$ cat config.mk
export PLATFORM = sky130hd
export DESIGN_NAME = dplt_train_seq
export DESIGN_NICKNAME = d
export VERILOG_FILES = /design/src/rtl/dplt_pkg.sv /design/src/rtl/dplt_drive_resolve.sv /design/src/rtl/dplt_lane_eval.sv /design/src/rtl/dplt_delay.sv /design/src/rtl/dplt_train_seq.sv
export SDC_FILE = /design/constraint.sdc
export NUM_CORES = 1
export LEC_CHECK = 0
export ABC_AREA = 1
export BUFFER_PORTS_ARGS = -buffer_cell sky130_fd_sc_hd__buf_2
export CAP_MARGIN = 0
export CORE_MARGIN = 10
export CORE_UTILIZATION = 45
export CTS_CLUSTER_SIZE = 16
export DETAILED_ROUTE_END_ITERATION = 8
export PLACE_DENSITY = 0.76
export SETUP_SLACK_MARGIN = 0.02
export SYNTH_ARGS = -nofsm -noshare
export SYNTH_HDL_FRONTEND = slang
export SYNTH_SLANG_ARGS = --single-unit
$ cat constraint.sdc
create_clock -name clk -period 9.7 [get_ports clk]
set_clock_uncertainty 0.1 [all_clocks]
set_input_delay 2.91 -clock clk [delete_from_list [all_inputs] [get_ports clk]]
set_output_delay 2.91 -clock clk [all_outputs]
set_load 0.01 [all_outputs]
$ cat src/rtl/dplt_pkg.sv
package dplt_pkg;

    typedef enum logic [3:0] {
        ST_IDLE, ST_BW, ST_LANES, ST_CR_PAT, ST_CR_COMMIT, ST_CR_WAIT,
        ST_CR_STAT, ST_CR_ADJ, ST_EQ_PAT, ST_EQ_WAIT, ST_EQ_STAT,
        ST_EQ_ADJ, ST_EQ_COMMIT, ST_STOP, ST_FIN
    } phase_t;

    typedef struct packed {
        logic        active;
        logic        write;
        logic [11:0] addr;
        logic [1:0]  len;
        logic [31:0] wdata;
    } cmd_t;

    localparam logic [11:0] ADR_RATE  = 12'h100;
    localparam logic [11:0] ADR_LANES = 12'h101;
    localparam logic [11:0] ADR_PAT   = 12'h102;
    localparam logic [11:0] ADR_DRIVE = 12'h103;
    localparam logic [11:0] ADR_STAT  = 12'h202;
    localparam logic [11:0] ADR_ADJ   = 12'h206;

    localparam logic [7:0] RATE_LOW  = 8'h06;
    localparam logic [7:0] REV_EF    = 8'h11;

    localparam int CR_TRIES = 5;
    localparam int EQ_TRIES = 6;

    function automatic cmd_t mk_cmd(logic wr, logic [11:0] a, logic [1:0] l,
                                    logic [31:0] d);
        cmd_t c;
        c.active = 1'b1;
        c.write  = wr;
        c.addr   = a;
        c.len    = l;
        c.wdata  = d;
        return c;
    endfunction

    function automatic logic [1:0] pre_cap(logic [1:0] swing, int sum);
        int r;
        r = sum - int'(swing);
        if (r < 0) r = 0;
        if (r > 3) r = 3;
        return 2'(r);
    endfunction

endpackage

$ cat src/rtl/dplt_drive_resolve.sv
module dplt_drive_resolve
    import dplt_pkg::*;
#(
    parameter int LANES     = 4,
    parameter int MAX_SWING = 3,
    parameter int LEVEL_SUM = 3,
    localparam int LCW      = $clog2(LANES + 1)
) (
    input  logic [4*LANES-1:0] req,
    input  logic [LCW-1:0]     lane_cnt,
    output logic [7:0]         drive
);
    logic [1:0] sw_l [LANES];
    logic [1:0] pe_l [LANES];

    for (genvar g = 0; g < LANES; g++) begin : g_lane
        logic act;
        assign act     = lane_cnt > LCW'(g);
        assign sw_l[g] = act ? req[4*g +: 2]     : 2'd0;
        assign pe_l[g] = act ? req[4*g + 2 +: 2] : 2'd0;
    end

    always_comb begin
        logic [1:0] sw, pe, cap;
        logic       sf, pf;
        sw = '0;
        pe = '0;
        for (int i = 0; i < LANES; i++) begin
            if (sw_l[i] > sw) sw = sw_l[i];
            if (pe_l[i] > pe) pe = pe_l[i];
        end
        sf = 1'b0;
        if (int'(sw) >= MAX_SWING) begin
            sw = 2'(MAX_SWING);
            sf = 1'b1;
        end
        cap = pre_cap(sw, LEVEL_SUM);
        pf  = 1'b0;
        if (pe >= cap) begin
            pe = cap;
            pf = 1'b1;
        end
        drive = {2'b00, pf, pe, sf, sw};
    end
endmodule

$ cat src/rtl/dplt_lane_eval.sv
module dplt_lane_eval #(
    parameter int LANES = 4,
    localparam int LCW  = $clog2(LANES + 1)
) (
    input  logic [4*LANES-1:0] stat,
    input  logic [LCW-1:0]     lane_cnt,
    output logic               all_cr,
    output logic               all_locked,
    output logic               cr_lost
);
    logic [LANES-1:0] act, cr, full;

    for (genvar g = 0; g < LANES; g++) begin : g_lane
        assign act[g]  = lane_cnt > LCW'(g);
        assign cr[g]   = stat[4*g];
        assign full[g] = &stat[4*g +: 3];
    end

    assign all_cr     = &(~act | cr);
    assign all_locked = &(~act | full);
    assign cr_lost    = |(act & ~cr);
endmodule

$ cat src/rtl/dplt_delay.sv
module dplt_delay #(
    parameter int W = 16
) (
    input  logic         clk,
    input  logic         rst,
    input  logic         load,
    input  logic [W-1:0] cycles,
    output logic         expired
);
    logic [W-1:0] cnt;
    logic         run;

    assign expired = run && (cnt == '0);

    always_ff @(posedge clk) begin
        if (rst) begin
            cnt <= '0;
            run <= 1'b0;
        end else if (load) begin
            cnt <= cycles - W'(1);
            run <= 1'b1;
        end else if (expired) begin
            run <= 1'b0;
        end else if (run) begin
            cnt <= cnt - W'(1);
        end
    end
endmodule

$ cat src/rtl/dplt_train_seq.sv
module dplt_train_seq
    import dplt_pkg::*;
#(
    parameter int CYC_PER_US = 100,
    parameter int CR_WAIT_US = 100,
    parameter int EQ_WAIT_US = 400,
    parameter int LANES      = 4,
    parameter int MAX_SWING  = 3,
    parameter int LEVEL_SUM  = 3
) (
    input  logic        clk,
    input  logic        rst,
    input  logic        start,
    input  logic [7:0]  sink_rev,
    input  logic [2:0]  lane_cnt,
    input  logic [7:0]  rate_init,
    output logic        cmd_req,
    output logic        cmd_write,
    output logic [11:0] cmd_addr,
    output logic [1:0]  cmd_len,
    output logic [31:0] cmd_wdata,
    input  logic        cmd_ack,
    input  logic        cmd_err,
    input  logic [23:0] cmd_rdata,
    output logic        hpd_mask,
    output logic        done,
    output logic        success,
    output logic [7:0]  rate_out
);
    localparam int CR_CYC = CR_WAIT_US * CYC_PER_US;
    localparam int EQ_CYC = EQ_WAIT_US * CYC_PER_US;
    localparam int MAXC   = (CR_CYC > EQ_CYC) ? CR_CYC : EQ_CYC;
    localparam int TW     = $clog2(MAXC + 1);

    phase_t     state;
    logic [7:0] rate, drive;
    logic [1:0] last_swing;
    logic       swing_seen, passed;
    logic [2:0] cr_tries, eq_tries;
    cmd_t       cmd;

    logic [7:0] new_drive;
    logic       all_cr, all_locked, cr_lost;
    logic       tmr_load, tmr_exp, ok_ack;
    logic [2:0] cr_next;
    logic [7:0] lane_byte;

    dplt_drive_resolve #(.LANES(LANES), .MAX_SWING(MAX_SWING),
                         .LEVEL_SUM(LEVEL_SUM)) u_resolve (
        .req(cmd_rdata[4*LANES-1:0]), .lane_cnt(lane_cnt), .drive(new_drive));

    dplt_lane_eval #(.LANES(LANES)) u_eval (
        .stat(cmd_rdata[4*LANES-1:0]), .lane_cnt(lane_cnt),
        .all_cr(all_cr), .all_locked(all_locked), .cr_lost(cr_lost));

    dplt_delay #(.W(TW)) u_delay (
        .clk(clk), .rst(rst), .load(tmr_load),
        .cycles((state == ST_CR_COMMIT) ? TW'(CR_CYC) : TW'(EQ_CYC)),
        .expired(tmr_exp));

    assign lane_byte = {(sink_rev >= REV_EF), 4'b0, lane_cnt};
    assign ok_ack    = cmd_ack && !cmd_err;
    assign tmr_load  = ok_ack && (state == ST_CR_COMMIT ||
                                  state == ST_EQ_PAT || state == ST_EQ_COMMIT);
    assign cr_next   = (swing_seen && last_swing == drive[1:0]) ?
                       cr_tries + 3'd1 : 3'd1;

    always_comb begin
        cmd = '0;
        unique case (state)
            ST_BW:        cmd = mk_cmd(1'b1, ADR_RATE,  2'd0, {24'b0, rate});
            ST_LANES:     cmd = mk_cmd(1'b1, ADR_LANES, 2'd0, {24'b0, lane_byte});
            ST_CR_PAT:    cmd = mk_cmd(1'b1, ADR_PAT,   2'd0, 32'd1);
            ST_EQ_PAT:    cmd = mk_cmd(1'b1, ADR_PAT,   2'd0, 32'd2);
            ST_STOP:      cmd = mk_cmd(1'b1, ADR_PAT,   2'd0, 32'd0);
            ST_CR_COMMIT,
            ST_EQ_COMMIT: cmd = mk_cmd(1'b1, ADR_DRIVE, 2'd3, {4{drive}});
            ST_CR_STAT:   cmd = mk_cmd(1'b0, ADR_STAT,  2'd1, 32'd0);
            ST_EQ_STAT:   cmd = mk_cmd(1'b0, ADR_STAT,  2'd2, 32'd0);
            ST_CR_ADJ,
            ST_EQ_ADJ:    cmd = mk_cmd(1'b0, ADR_ADJ,   2'd1, 32'd0);
            default:      cmd = '0;
        endcase
    end

    assign cmd_req   = cmd.active;
    assign cmd_write = cmd.write;
    assign cmd_addr  = cmd.addr;
    assign cmd_len   = cmd.len;
    assign cmd_wdata = cmd.wdata;
    assign hpd_mask  = (state != ST_IDLE) && (state != ST_FIN);
    assign done      = (state == ST_FIN);
    assign rate_out  = rate;

    always_ff @(posedge clk) begin
        if (rst) begin
            state      <= ST_IDLE;
            rate       <= '0;
            drive      <= '0;
            last_swing <= '0;
            swing_seen <= 1'b0;
            passed     <= 1'b0;
            cr_tries   <= '0;
            eq_tries   <= '0;
            success    <= 1'b0;
        end else if (cmd.active && cmd_ack && cmd_err) begin
            passed  <= 1'b0;
            success <= 1'b0;
            state   <= ST_FIN;
        end else begin
            unique case (state)
                ST_IDLE: if (start) begin
                    rate    <= rate_init;
                    success <= 1'b0;
                    state   <= ST_BW;
                end
                ST_BW:     if (ok_ack) state <= ST_LANES;
                ST_LANES:  if (ok_ack) state <= ST_CR_PAT;
                ST_CR_PAT: if (ok_ack) begin
                    drive      <= '0;
                    swing_seen <= 1'b0;
                    cr_tries   <= '0;
                    passed     <= 1'b0;
                    state      <= ST_CR_COMMIT;
                end
                ST_CR_COMMIT: if (ok_ack) state <= ST_CR_WAIT;
                ST_CR_WAIT:   if (tmr_exp) state <= ST_CR_STAT;
                ST_CR_STAT: if (ok_ack) begin
                    last_swing <= drive[1:0];
                    swing_seen <= 1'b1;
                    cr_tries   <= cr_next;
                    if (all_cr)
                        state <= ST_EQ_PAT;
                    else if (drive[5] || int'(cr_next) == CR_TRIES)
                        state <= ST_STOP;
                    else
                        state <= ST_CR_ADJ;
                end
                ST_CR_ADJ: if (ok_ack) begin
                    drive <= new_drive;
                    state <= ST_CR_COMMIT;
                end
                ST_EQ_PAT: if (ok_ack) begin
                    eq_tries <= '0;
                    state    <= ST_EQ_WAIT;
                end
                ST_EQ_WAIT: if (tmr_exp) state <= ST_EQ_STAT;
                ST_EQ_STAT: if (ok_ack) begin
                    if (cr_lost)
                        state <= ST_STOP;
                    else if (cmd_rdata[16] && all_locked) begin
                        passed <= 1'b1;
                        state  <= ST_STOP;
                    end else if (int'(eq_tries) == EQ_TRIES - 1)
                        state <= ST_STOP;
                    else begin
                        eq_tries <= eq_tries + 3'd1;
                        state    <= ST_EQ_ADJ;
                    end
                end
                ST_EQ_ADJ: if (ok_ack) begin
                    drive <= new_drive;
                    state <= ST_EQ_COMMIT;
                end
                ST_EQ_COMMIT: if (ok_ack) state <= ST_EQ_WAIT;
                ST_STOP: if (ok_ack) begin
                    if (passed) begin
                        success <= 1'b1;
                        state   <= ST_FIN;
                    end else if (rate != RATE_LOW) begin
                        rate  <= RATE_LOW;
                        state <= ST_BW;
                    end else
                        state <= ST_FIN;
                end
                ST_FIN:  state <= ST_IDLE;
                default: state <= ST_IDLE;
            endcase
        end
    end
endmodule

# Word level (Yosys, flattened, before mapping)
# Index checks and enable logic that the tools add are counted.
# Widths: inputs -> output; s select.
# totals
ff_bits,48
latch_bits,0
ramBits,0
mem_bits_ro,0
input_bits,48
output_inout_bits,59
elab_cells,216
mem_count,0
# op_classes
addsub,5
n_mul,0
n_div,0
order_cmp,17
eq_ne,54
shift,0
mux,78
n_bitwise,6
reduce_logical,44
# op_table
op,count
$pmux 48 s9,1
$mux 4,17
$mux 16,4
$mux 8,6
$pmux 4 s12,1
$ne 2x2->1 const B,20
$mux 2,19
$gt 32x3->1 const B,1
$lt 32x1->1 const B,1
$mux 32,1
$pmux 8 s2,2
$sub 16x1->16 const B,2
$mux 3,10
$eq 4x4->1 const B,7
$ne 3x3->1 const B,9
$reduce_and 12->1,2
$reduce_and 4->1,5
$eq 4x3->1 const B,4
$logic_not 16->1,1
$reduce_and 3->1,5
$reduce_bool 2->1,7
$gt 2x2->1,6
$mux 1,12
$pmux 3 s2,2
other kinds (33),59

# Depth between registers and ports, before layout
# logic_depth
word_depth,21
mapped_depth,34
ltp_nobuf,33

# By module
# From an unflattened synthesis, not the netlist that was laid out.
# unflattened
cells_unflattened,712
area_unflattened_um2,4403.0
# modules_own_cells
module,instances,cells_per_inst,area_each_um2,seq_area_each_um2
dplt_train_seq,1,343,2160.8,620.6
dplt_delay,1,225,1331.3,340.3
dplt_drive_resolve,1,114,783.3,0.0
dplt_lane_eval,1,30,127.6,0.0

# Least setup slack after synthesis
# No wires, ideal clock.
# synth_timing
path_type,input-to-output
start,input port sink_rev[3]
end,output port cmd_wdata[7]
t_arrival_ps,3414
required_ps,6690
setup_slack_ps,3276
stages,4
path_buffers,0
cell_sequence,nor4_1 > o21ai_0 > nand2_1 > o21ai_0
# synth_via
elab_chain_cells,2
# synth_lines
element,line_no,text
start: declaration,dplt_train_seq.sv:14,"input logic [7:0] sink_rev,"
$ge 8x5->1,dplt_train_seq.sv:61,"assign lane_byte = {(sink_rev >= REV_EF), 4'b0, lane_cnt};"
$pmux 48 s9,dplt_train_seq.sv:70,unique case (state)
end: declaration,dplt_train_seq.sv:21,"output logic [31:0] cmd_wdata,"
# Every way passes these cells.

# Final worst setup path
# Ends and elaborated chain as after synthesis.

==> impl_metrics.json <==
{
  "r2r-start": "state[2]$_SDFFE_PP0P_",
  "grt_setup_unrepaired": "no",
  "endpoint_kind": "output pin",
  "synth.top_cells.by_area": "sky130_fd_sc_hd__dfxtp_1, sky130_fd_sc_hd__nand2_1, sky130_fd_sc_hd__inv_1",
  "last_weighted_congestion_value_of_the_routability_driven_placer": 0.8859,
  "core_region_area_sq_um": 8299,
  "library_cell_used_as_clock_root_buffer": "sky130_fd_sc_hd__clkbuf_8",
  "synth-async-reset-ratio": 0,
  "critical-path-max-stage-delay_ns": 0.23,
  "yosysTopAreaCell": "sky130_fd_sc_hd__dfxtp_1",
  "drt_wirelength_mm": 10.83,
  "crit_path_cell_trace": "buf_2 > nor4_1 > o21ai_0 > nand2_1 > o21ai_0 > buf_2",
  "num-nets-final": 785,
  "drc_errors": 0,
  "crit_buf_inv": 2,
  "postCtsSetupRepairBufs": 0,
  "cts_resized": 0,
  "hold_end": "swing_seen$_SDFFE_PP0P_",
  "first_global_vias": 4041,
  "timing.slew.headroom": 0.5387,
  "cts.clk_slew.worst_paths_ns": 0.08,
  "dr.first_iter.drc_count": 199,
  "critPathLaunchType": "input port",
  "worst_pin_slew_ns": 0.6913,
  "synthesized_area_per_cell_sq_um": 6.042,
  "min_period_over_period": 0.6909,
  "synth.yosys.warnings": 0,
  "fmax_mhz": 149.2,
  "h-tree-depth": 2,
  "max-clock-path-buffers": 2,
  "grt_pass1_wl_mm": 17.91,
  "fp-row-count": 33,
  "syn-instance-count": 642,
  "numClockSinks": 46,
  "hold_buffers": 0,
  "cp_max_fo": 1,
  "first_pass_iters": 5,
  "max-cap-violations": 0,
  "tritoncts": "built",
  "finalCriticalPeriod_ns": 6.702,
  "synth_enable_flop_cells": 0,
  "worst-endpoint-arrival_ns": 3.69,
  "area_growth_syn_to_layout_pct": 12.10,
  "mappedNetlistArea_sq_um": 3879,
  "grt.total_usage": 0.1622,
  "io_pins": 107,
  "cp_top_family": "simple AND/OR/NAND/NOR gates",
  "class_of_the_tightest_hold_or_removal_check": "flop to flop",
  "rr_worst_depth": 7,
  "crit_required_ns": 6.69,
  "drt-vias-per-instance": 5.136,
  "worst-setup-path-type": "input port to output pin",
  "drtAntennaViolNets": 0,
  "status": "finished clean",
  "grt_start_max_net_pins": 25,
  "power-per-cell-area_nw_per_um2": 257.4,
  "drive_gt1_frac": 0.1699,
  "finalMaxSlewViolations": 0,
  "hold_viol": 0,
  "worst_r2r_endpoint": "u_delay.cnt[4]$_SDFFE_PP0P_",
  "final_core_util": 0.5239,
  "synthDominantCellAreaShare": 0.2374,
  "clk-insertion-delay-late_ns": 0.30,
  "die_h_um": 112.8,
  "synth_seq_cells": 46,
  "seq_area_frac_synth": 0.2374,
  "grt_antenna_before_repair": 0,
  "timing.reg2reg.setup_slack_ns": 7.38,
  "p_leak_uw": 0.002446,
  "io_buffer_count": 86,
  "wire_per_inst_um": 13.25,
  "slowest_stage": "sky130_fd_sc_hd__nor4_1",
  "setup_total_negative_slack_ns": 0,
  "total_of_endpoints_with_negative_setup_slack_in_the_final_report": 0,
  "via_total_after_detailed_routing": 4196,
  "worstHoldPathCells": 2,
  "cts_buffers": 5,
  "netlist-cell-type-count": 42,
  "dieArea_sq_um": 12730,
  "grt.overflow.total": 0,
  "num_antenna_cells": 0,
  "die_width_um": 112.8,
  "dp_hpwl_mm": 8.877,
  "min_from": "swing_seen$_SDFFE_PP0P_",
  "initial_utilization": 0.4674,
  "synth_flop_cell": "sky130_fd_sc_hd__dfxtp_1",
  "power.ir.vdd_worst_uv": 118.4
}
worst register-to-register path, stage by stage (launching register included):
cell	delay, ns
sky130_fd_sc_hd__dfxtp_1	0.49
sky130_fd_sc_hd__inv_2	0.10
sky130_fd_sc_hd__nand2_4	0.12
sky130_fd_sc_hd__nand3_4	0.26
sky130_fd_sc_hd__nand2_1	0.54
sky130_fd_sc_hd__inv_1	0.26
sky130_fd_sc_hd__o31ai_1	0.29
sky130_fd_sc_hd__inv_1	0.06
synth_stat cells (2+ instances only):
cell type,n
sky130_fd_sc_hd__nand2_1,167
sky130_fd_sc_hd__inv_1,105
sky130_fd_sc_hd__nor2_1,70
sky130_fd_sc_hd__nand3_1,50
sky130_fd_sc_hd__a21oi_1,47
sky130_fd_sc_hd__dfxtp_1,46
sky130_fd_sc_hd__buf_4,27
sky130_fd_sc_hd__o21ai_0,26
sky130_fd_sc_hd__ha_1,25
sky130_fd_sc_hd__nand4_1,10
sky130_fd_sc_hd__nand2_2,6
sky130_fd_sc_hd__nor2_2,6
sky130_fd_sc_hd__nor3_1,6
sky130_fd_sc_hd__inv_2,4
sky130_fd_sc_hd__o21ai_1,4
sky130_fd_sc_hd__o21bai_1,4
sky130_fd_sc_hd__clkbuf_1,3
sky130_fd_sc_hd__nor2_4,3
sky130_fd_sc_hd__o22ai_1,3
sky130_fd_sc_hd__or2_2,3
sky130_fd_sc_hd__xor2_1,3
sky130_fd_sc_hd__a211oi_1,2
sky130_fd_sc_hd__buf_2,2
sky130_fd_sc_hd__buf_6,2
how the worst max path moves through the flow:
stage                     start               endpoint  slack (ns)  cells after the start
finish              sink_rev[3]           cmd_wdata[7]        3.00                      6
CTS                 sink_rev[3]           cmd_wdata[7]        2.96                      6
floorplan           sink_rev[3]           cmd_wdata[7]        3.28                      4
detailed placement  lane_cnt[2]  drive[3]$_SDFFE_PP0P_        2.87                     31
global placement    sink_rev[3]           cmd_wdata[7]        2.97                      6
global route        lane_cnt[2]  drive[3]$_SDFFE_PP0P_        2.69                     31
flip-flops by register name (all words and copies together), names as in the netlist:
name / cells
cr_tries: 3
drive: 6
eq_tries: 3
last_swing: 2
passed: 1
rate_out: 8
state: 4
success: 1
swing_seen: 1
u_delay.cnt: 16
u_delay.run: 1
metrics by stage:
stage	std cells	setup slack (ns)	power [uW]	instance area, sq um	hold slack (ns)
3_5_place_dp	810	2.869	967.2	4235	0.3576
3_3_place_gp	810	2.966	947.2	4235	0.3537
2_1_floorplan	654	3.276	791.5	3924	0.3400
6_report	817	2.998	1119	4348	0.3679
5_1_grt	817	2.694	1225	4348	0.3984
4_1_cts	817	2.956	1117	4348	0.3704
area by class of cell:
cell class                 count  area (sq um)
inverter                     110         412.9
clock inverter                 1         30.03
multi-input combinational    463          2340
tap                          105         131.4
sequential                    46         920.9
timing repair buffer          86         430.4
clock buffer                   6         82.58
fill                         868          3951
metal layers:
layer / routed length, um / track usage
met2: 5563 / 0.2972
met5: 0 / 0
met3: 750 / 0.03698
met4: 128 / 0.04992
met1: 4384 / 0.1806
where the power goes:
| part | internal, uW | total (uW) | switching, uW | leakage, uW |
|---|---|---|---|---|
| combinational | 238 | 697 | 459 | 0.00201 |
| clock | 82.5 | 147 | 65.0 | 0.0000573 |
| sequential | 231 | 275 | 43.5 | 0.000374 |
| total | 551 | 1120 | 568 | 0.00245 |
cell usage in the layout (no fill, tap or decap), types with 3 or more instances in the layout:
master                     instances
sky130_fd_sc_hd__dfxtp_1          46
sky130_fd_sc_hd__xor2_1            3
sky130_fd_sc_hd__nand4_1          10
sky130_fd_sc_hd__nor2_1           70
sky130_fd_sc_hd__o22ai_1           3
sky130_fd_sc_hd__nand2_2           6
sky130_fd_sc_hd__nor2_4            3
sky130_fd_sc_hd__o21ai_1           4
sky130_fd_sc_hd__inv_1           105
sky130_fd_sc_hd__o21bai_1          4
sky130_fd_sc_hd__nand3_1          50
sky130_fd_sc_hd__buf_2            86
sky130_fd_sc_hd__nor2_2            6
sky130_fd_sc_hd__inv_2             4
sky130_fd_sc_hd__a21oi_1          47
sky130_fd_sc_hd__conb_1           13
sky130_fd_sc_hd__ha_1             25
sky130_fd_sc_hd__or2_2             3
sky130_fd_sc_hd__clkbuf_8          6
sky130_fd_sc_hd__o21ai_0          26
sky130_fd_sc_hd__nand2_1         167
sky130_fd_sc_hd__nor3_1            6
cells by family (layout without fill, tap and decap cells):
family | Yosys count | count (layout) | share of synthesized area
flops | 46 | 46 | 0.2374
buf+inv | 145 | 203 | 0.1710
xor+xnor | 4 | 4 | 0.009034
other cells | 1 | 13 | 0.0009668
compound gates | 95 | 95 | 0.1368
simple gates | 326 | 326 | 0.3642
fa+ha+maj | 25 | 25 | 0.08065
Power figures use the tool's default switching activity.
